## src/rtl/sport_pkg.sv

```systemverilog
package sport_pkg;
   // positions inside the raw / masked / mask vectors
   localparam int SRC_OV = 0;
   localparam int SRC_TO = 1;
   localparam int SRC_RX = 2;
   localparam int SRC_TX = 3;
   localparam int N_SRC  = 4;
   localparam int N_STICKY = 2;

   // positions inside the status vector
   localparam int ST_TXE  = 0;
   localparam int ST_TXNF = 1;
   localparam int ST_RXNE = 2;
   localparam int ST_RXF  = 3;
   localparam int ST_BSY  = 4;
   localparam int N_STAT  = 5;

   typedef enum logic {
      SEL_MASK  = 1'b0,
      SEL_CLEAR = 1'b1
   } reg_sel_e;
endpackage

```

## src/rtl/sport_lvl_flags.sv

```systemverilog
module sport_lvl_flags
   import sport_pkg::*;
#(
   parameter int DEPTH = 8,
   parameter int LW    = $clog2(DEPTH + 1)
) (
   input  logic [LW-1:0]     tx_level,
   input  logic [LW-1:0]     rx_level,
   input  logic              shifter_busy,
   output logic [N_STAT-1:0] stat,
   output logic              tx_thr,
   output logic              rx_thr
);
   localparam logic [LW-1:0] FULL_LVL = LW'(DEPTH);
   localparam logic [LW-1:0] HALF_LVL = LW'(DEPTH / 2);

   always_comb begin
      stat          = '0;
      stat[ST_TXE]  = (tx_level == '0);
      stat[ST_TXNF] = (tx_level < FULL_LVL);
      stat[ST_RXNE] = (rx_level != '0);
      stat[ST_RXF]  = (rx_level == FULL_LVL);
      stat[ST_BSY]  = shifter_busy | (tx_level != '0);
   end

   assign tx_thr = (tx_level <= HALF_LVL);
   assign rx_thr = (rx_level >= HALF_LVL);
endmodule

```

## src/rtl/sport_rx_timer.sv

```systemverilog
module sport_rx_timer #(
   parameter int TIMEOUT_BITS = 32,
   parameter int CW           = $clog2(TIMEOUT_BITS + 1)
) (
   input  logic clk,
   input  logic rst_n,
   input  logic rx_empty,
   input  logic rx_push,
   input  logic rx_pop,
   input  logic bit_tick,
   output logic expire
);
   localparam logic [CW-1:0] LAST = CW'(TIMEOUT_BITS - 1);

   logic [CW-1:0] cnt_q;
   logic          restart;

   assign restart = rx_empty | rx_push | rx_pop;
   assign expire  = bit_tick & ~restart & (cnt_q == LAST);

   always_ff @(posedge clk or negedge rst_n) begin
      if (!rst_n) begin
         cnt_q <= '0;
      end else if (restart) begin
         cnt_q <= '0;
      end else if (bit_tick) begin
         cnt_q <= (cnt_q == LAST) ? '0 : cnt_q + 1'b1;
      end
   end
endmodule

```

## src/rtl/sport_sticky_bit.sv

```systemverilog
module sport_sticky_bit (
   input  logic clk,
   input  logic rst_n,
   input  logic set_ev,
   input  logic clr_ev,
   output logic q
);
   always_ff @(posedge clk or negedge rst_n) begin
      if (!rst_n)       q <= 1'b0;
      else if (set_ev)  q <= 1'b1;
      else if (clr_ev)  q <= 1'b0;
   end
endmodule

```

## src/rtl/sport_irq_mask.sv

```systemverilog
module sport_irq_mask #(
   parameter int N = 4
) (
   input  logic         clk,
   input  logic         rst_n,
   input  logic         load,
   input  logic [N-1:0] wdata,
   input  logic [N-1:0] raw,
   output logic [N-1:0] masked
);
   logic [N-1:0] mask_q;

   always_ff @(posedge clk or negedge rst_n) begin
      if (!rst_n)    mask_q <= '0;
      else if (load) mask_q <= wdata;
   end

   for (genvar i = 0; i < N; i++) begin : g_lane
      assign masked[i] = raw[i] & mask_q[i];
   end
endmodule

```

## src/rtl/sport_irq_status.sv

```systemverilog
module sport_irq_status
   import sport_pkg::*;
#(
   parameter int DEPTH        = 8,
   parameter int TIMEOUT_BITS = 32,
   parameter int LW           = $clog2(DEPTH + 1)
) (
   input  logic              clk,
   input  logic              rst_n,
   input  logic [LW-1:0]     tx_level,
   input  logic [LW-1:0]     rx_level,
   input  logic              rx_push,
   input  logic              rx_pop,
   input  logic              bit_tick,
   input  logic              shifter_busy,
   input  logic              reg_wr,
   input  logic              reg_addr,
   input  logic [N_SRC-1:0]  reg_wdata,
   output logic [N_STAT-1:0] stat,
   output logic [N_SRC-1:0]  raw,
   output logic [N_SRC-1:0]  masked,
   output logic              irq_tx,
   output logic              irq_rx,
   output logic              irq_timeout,
   output logic              irq_overrun,
   output logic              irq_any
);
   // elaboration-time parameter checks
   if (DEPTH < 2 || (DEPTH % 2) != 0) begin : g_bad_depth
      $error("sport_irq_status: DEPTH must be even and at least 2");
   end
   if (TIMEOUT_BITS < 2) begin : g_bad_to
      $error("sport_irq_status: TIMEOUT_BITS must be at least 2");
   end
   if (LW < $clog2(DEPTH + 1)) begin : g_bad_lw
      $error("sport_irq_status: LW too narrow for DEPTH");
   end

   logic                tx_thr, rx_thr;
   logic                to_expire;
   logic [N_STICKY-1:0] st_set, st_clr, st_q;
   logic                clr_wr, mask_wr;

   assign mask_wr = reg_wr & (reg_sel_e'(reg_addr) == SEL_MASK);
   assign clr_wr  = reg_wr & (reg_sel_e'(reg_addr) == SEL_CLEAR);

   sport_lvl_flags #(.DEPTH(DEPTH), .LW(LW)) u_lvl (
      .tx_level     (tx_level),
      .rx_level     (rx_level),
      .shifter_busy (shifter_busy),
      .stat         (stat),
      .tx_thr       (tx_thr),
      .rx_thr       (rx_thr)
   );

   sport_rx_timer #(.TIMEOUT_BITS(TIMEOUT_BITS)) u_tmr (
      .clk      (clk),
      .rst_n    (rst_n),
      .rx_empty (~stat[ST_RXNE]),
      .rx_push  (rx_push),
      .rx_pop   (rx_pop),
      .bit_tick (bit_tick),
      .expire   (to_expire)
   );

   // sticky sources occupy raw positions 0 (overrun) and 1 (timeout)
   assign st_set[SRC_OV] = rx_push & stat[ST_RXF];
   assign st_set[SRC_TO] = to_expire;

   for (genvar s = 0; s < N_STICKY; s++) begin : g_sticky
      assign st_clr[s] = clr_wr & reg_wdata[s];
      sport_sticky_bit u_bit (
         .clk    (clk),
         .rst_n  (rst_n),
         .set_ev (st_set[s]),
         .clr_ev (st_clr[s]),
         .q      (st_q[s])
      );
   end

   assign raw = {tx_thr, rx_thr, st_q[SRC_TO], st_q[SRC_OV]};

   sport_irq_mask #(.N(N_SRC)) u_msk (
      .clk    (clk),
      .rst_n  (rst_n),
      .load   (mask_wr),
      .wdata  (reg_wdata),
      .raw    (raw),
      .masked (masked)
   );

   assign irq_tx      = masked[SRC_TX];
   assign irq_rx      = masked[SRC_RX];
   assign irq_timeout = masked[SRC_TO];
   assign irq_overrun = masked[SRC_OV];
   assign irq_any     = |masked;
endmodule

```

## config.mk

```make
export PLATFORM = sky130hd
export DESIGN_NAME = sport_irq_status
export DESIGN_NICKNAME = d
export VERILOG_FILES = /design/src/rtl/sport_pkg.sv /design/src/rtl/sport_lvl_flags.sv /design/src/rtl/sport_rx_timer.sv /design/src/rtl/sport_sticky_bit.sv /design/src/rtl/sport_irq_mask.sv /design/src/rtl/sport_irq_status.sv
export SDC_FILE = /design/constraint.sdc
export NUM_CORES = 1
export LEC_CHECK = 0
export BUFFER_PORTS_ARGS = -buffer_cell sky130_fd_sc_hd__buf_2
export CAP_MARGIN = 30
export CORE_UTILIZATION = 42
export DETAILED_ROUTE_END_ITERATION = 6
export HOLD_SLACK_MARGIN = 0.1
export PLACE_DENSITY_LB_ADDON = 0.12
export SYNTH_ARGS = -nofsm -noshare
export SYNTH_HDL_FRONTEND = slang
export SYNTH_SLANG_ARGS = --single-unit
```

## constraint.sdc

```tcl
create_clock -name clk -period 1.6 [get_ports clk]
set_clock_uncertainty 0.1 [all_clocks]
set_input_delay 0.24 -clock clk [delete_from_list [all_inputs] [get_ports clk]]
set_output_delay 0.24 -clock clk [all_outputs]
set_load 0.1 [all_outputs]
```

* Yosys cells after proc, flatten, opt, wreduce, memory -nomap -nowiden *
Index checks and enable logic that the tools add are counted.

word-level totals
  flip-flop bits (word level) = 12
  output and inout port bits = 18
  input bits = 20

operators by class
  add/subtract/negate cells = 1
  order comparisons = 3
  reductions and logical operators = 7
  bitwise logic cells = 17
  equal/unequal tests = 2
  multiplexer cells = 7

operators with widths
  operator               count
  $mux W6                3
  $and A1 B1 Y1          11
  $reduce_bool A4 Y1     2
  $add A6 B1 Y6 const B  1
  $eq A6 B5 Y1 const B   1
  $reduce_bool A2 Y1     3
  $eq A4 B4 Y1 const B   1
  $ge A4 B3 Y1 const B   1
  $le A4 B3 Y1 const B   1
  $logic_not A4 Y1       1
  $lt A4 B4 Y1 const B   1
  $mux W1                4
  $reduce_or A4 Y1       1
  $not A1 Y1             3
  $or A1 B1 Y1           3

* Depth between registers and ports, before layout *
  word-level depth = 8
  depth in mapped cells = 4

* Modules after synthesis *
From an unflattened synthesis, not the netlist that was laid out.

second synthesis, totals
  cells, all modules = 72
  area, all modules = 694.4 µm²

modules (own cells, without submodules)
  module            instances  sequential area each (µm²)  cells each  area an instance (µm²)
  sport_rx_timer    1          150.1                       34          320.3
  sport_irq_mask    1          100.1                       12          170.2
  sport_irq_status  1          0.0                         12          81.3
  sport_sticky_bit  2          25.0                        3           36.3
  sport_lvl_flags   1          0.0                         8           50.0

* Worst setup path before layout *
OpenSTA, ideal clock, no wires.

  kind = in2out
  start point = input tx_level[1]
  end point = output stat[4]
  buffers on the path = 0
  required time = 1260 ps
  arrival time = 3862 ps
  slack = -2602 ps
  cell stages on the path = 3
  path through = or2_1 nor3_1 nand2b_1

between the ends
  longest elaborated chain between the ends = 2

ends and longest elaborated chain
  what                RTL line                source
  from (decl)         sport_irq_status.sv:10  input logic [LW-1:0] tx_level,
  $reduce_bool A4 Y1  sport_lvl_flags.sv:23   stat[ST_BSY] = shifter_busy | (tx_level != '0);
  $or A1 B1 Y1        sport_lvl_flags.sv:23
  to (decl)           sport_irq_status.sv:19  output logic [N_STAT-1:0] stat,

Every way passes these cells.

* Final worst setup path *
  start point = register g_sticky[0].u_bit.q
  end point = output irq_any

between the ends
  longest elaborated chain between the ends = 2

ends and longest elaborated chain
  what                    RTL line                source
  from (decl)             sport_sticky_bit.sv:6   output logic q
  from (signal assigned)  sport_sticky_bit.sv:9   if (!rst_n) q <= 1'b0;
  from (signal assigned)  sport_sticky_bit.sv:10  else if (set_ev) q <= 1'b1;
  from (signal assigned)  sport_sticky_bit.sv:11  else if (clr_ev) q <= 1'b0;
  $and A1 B1 Y1           sport_irq_mask.sv:19    assign masked[i] = raw[i] & mask_q[i];
  $reduce_or A4 Y1        sport_irq_status.sv:96  assign irq_any = |masked;
  to (decl)               sport_irq_status.sv:26  output logic irq_any

Every way passes these cells.

==> reports/metrics.cfg <==
[outcome]
status=finished with violations
failed_checks=setup timing

[logic_synthesis]
synth-seq-area-share_pct=43.0
ys_types=27
synthCells=75
synth_area_leader_cell=dfrtp_1
synthArstFlopShare_pct=100
syn_area_per_cell_um2=9.31
ys_top_cells_by_area=dfrtp_1, buf_4, nand2_1, xor2_1, and2_1
ys_ff_latch=12
synth-main-ff-cell=dfrtp_1
synth.most_common_cell=nand2_1
synthTopCellsByCount=nand2_1, dfrtp_1, buf_4
netlist_area_um2=698
synth_top_area_share_pct=43.0
synth.net_count=96
synth-edff-count=0
ys_warn_count=0

[clock_tree]
cts_buffers=3
cts_tree=built
clkTransAtPathRegs_ns=0.07
ctsHtreeMaxLevel=1
post-cts-setup-buffers=0
cts_root_buffer=clkbuf_4
clock_latency_ns=0.27
clockBufferDepth=2
cts.sink_count=12

[layout]
multi_input_area_um2=382
fillCellCount=116
utilization_pct=76.8
area.growth.synth_to_final_pct=67.6
seq_area_um2=300
drive_gt1_share_pct=53.7
num_antenna_cells=0
nets=143

[sta]
fin_ws_ns=-0.176
rsz0062_at_grt=yes
fmax_mhz=563
setup-violations-final=1
worst_pin_slew_ns=0.495
slew_viol_final=0
min_period_over_period_pct=111
fin_crit_ns=1.78
hold_violations=0
maxSlewHeadroom_pct=67.2

[global_route]
grt_pass1_wl_um=2940
antenna_found_initial=0
grt_max_degree=13
grt_overflow=0
grt_pass1_vias=660
grt_usage_pct=21.5

[power_and_ir_drop]
p_leak_nw=0.582
peakVddDrop_mv=0.684
power_mw=0.969
p_per_area_nw_per_um2=828

[die]
num_rows=14
ios=38
start_util_pct=45.8
core_um2=1520
dieArea_um2=1830
die_h_um=42.8
fp.dieW_um=42.8

[worst_hold_path]
holdPathStages=2
hold_path.class=in -> reg

[setup_path]
cp-start-kind=flop
worstSetupEndpointType=output pin
crit_type=reg -> out
required_ns=1.26
cp_max_fo=3
ff2ff_path_depth=3
cp.arrival_ns=1.44

[drt]
vias=688
drt_iter0_markers=6
drc=0
vias_per_cell=5.02
wl_per_cell_um=13.1
drt-pass1-iter-count=4
ant_nets=0
finalWirelength_um=1790

[job]
drv_cap=0

[place]
dp_slack_ns=-0.168
place.detailed.hpwl_um=1410
io_buffers=37
gp_congestion=0.858

layout make-up:
class	count	share of cell area [%]
Sequential cell	12	25.7
Inverter	1	0.321
Multi-Input combinational cell	53	32.6
Tap cell	16	1.71
Timing Repair Buffer	51	36.6
Clock buffer	4	3.10
cells in the final DEF (no fill, tap or decap), drive strengths merged:
cell type / netlist / routed
ha: 1 / 1
nand2b: 2 / 2
clkbuf: 0 / 4
nor2b: 1 / 1
and2: 4 / 4
nor4b: 2 / 2
nand3: 4 / 4
nor3: 5 / 5
xor2: 3 / 3
buf: 9 / 46
or2: 2 / 2
nor2: 3 / 3
xnor2: 1 / 1
or4: 2 / 2
a21oi: 2 / 2
a22o: 1 / 1
inv: 1 / 1
a2111o: 1 / 1
nand4: 2 / 2
a32o: 1 / 1
nand2: 14 / 14
o21ai: 1 / 1
mux2i: 1 / 1
dfrtp: 12 / 12
dlygate4sd3: 0 / 5
path summary, 6_finish.rpt:
path                                             to                start  slack [ns]
worst min-delay path            g_sticky[0].u_bit.q              rx_push        0.13
worst max-delay path                        irq_any  g_sticky[0].u_bit.q       -0.18
worst max register to register       u_tmr.cnt_q[5]       u_tmr.cnt_q[1]        0.12
min in group asynchronous            u_tmr.cnt_q[3]                rst_n        0.26
worst min register to register      u_msk.mask_q[0]      u_msk.mask_q[0]        0.39
max in group asynchronous       g_sticky[1].u_bit.q                rst_n        0.91
kinds of logic after synthesis:
family / synth area share (%)
simple gates: 31.9
flops: 43.0
buf+inv: 9.86
compound gates: 6.99
xor+xnor: 5.02
mux: 1.43
fa+ha+maj: 1.79
critical path, cell delays in order (launching register included):
cell and delay, ns:
dfrtp_1 0.38, and2_4 0.16, a2111o_2 0.44, buf_6 0.19
registers in the layout, indices dropped and copies added (netlist names):
signal / cells
u_msk.mask_q: 4
u_tmr.cnt_q: 6
g_sticky.u_bit.q: 2
metal layers:
layer  part of all wire [%]  track usage (%)
met1                     44             28.1
met2                     50             35.2
met3                    6.0             5.53
met4                      0             5.63
met5                      0                0
timing repair:
item | CTS | global route
resized for setup | 8 | 0
hold buffers | 5 | 0
endpoints found under the setup margin | 7 | 2
pin swaps | 0 | 1
endpoints found under the hold margin | 16 | 0
per-stage QoR:
step	setup TNS, ns	hold WS, ns	cell area, um2	cells
after floorplan	-0.997	-0.156	759	75
after global placement	-0.226	0.0282	1060	128
after detailed placement	-0.281	0.0310	1060	128
after CTS	-0.188	0.124	1170	137
after global routing	-0.218	0.120	1170	137
final	-0.176	0.126	1170	137
power breakdown:
part / total [mW] / internal (mW) / switching (mW)
clock: 0.240 / 0.138 / 0.102
combinational: 0.396 / 0.123 / 0.273
sequential: 0.332 / 0.321 / 0.0118
total: 0.969 / 0.581 / 0.387
Power figures use the tool's default switching activity.
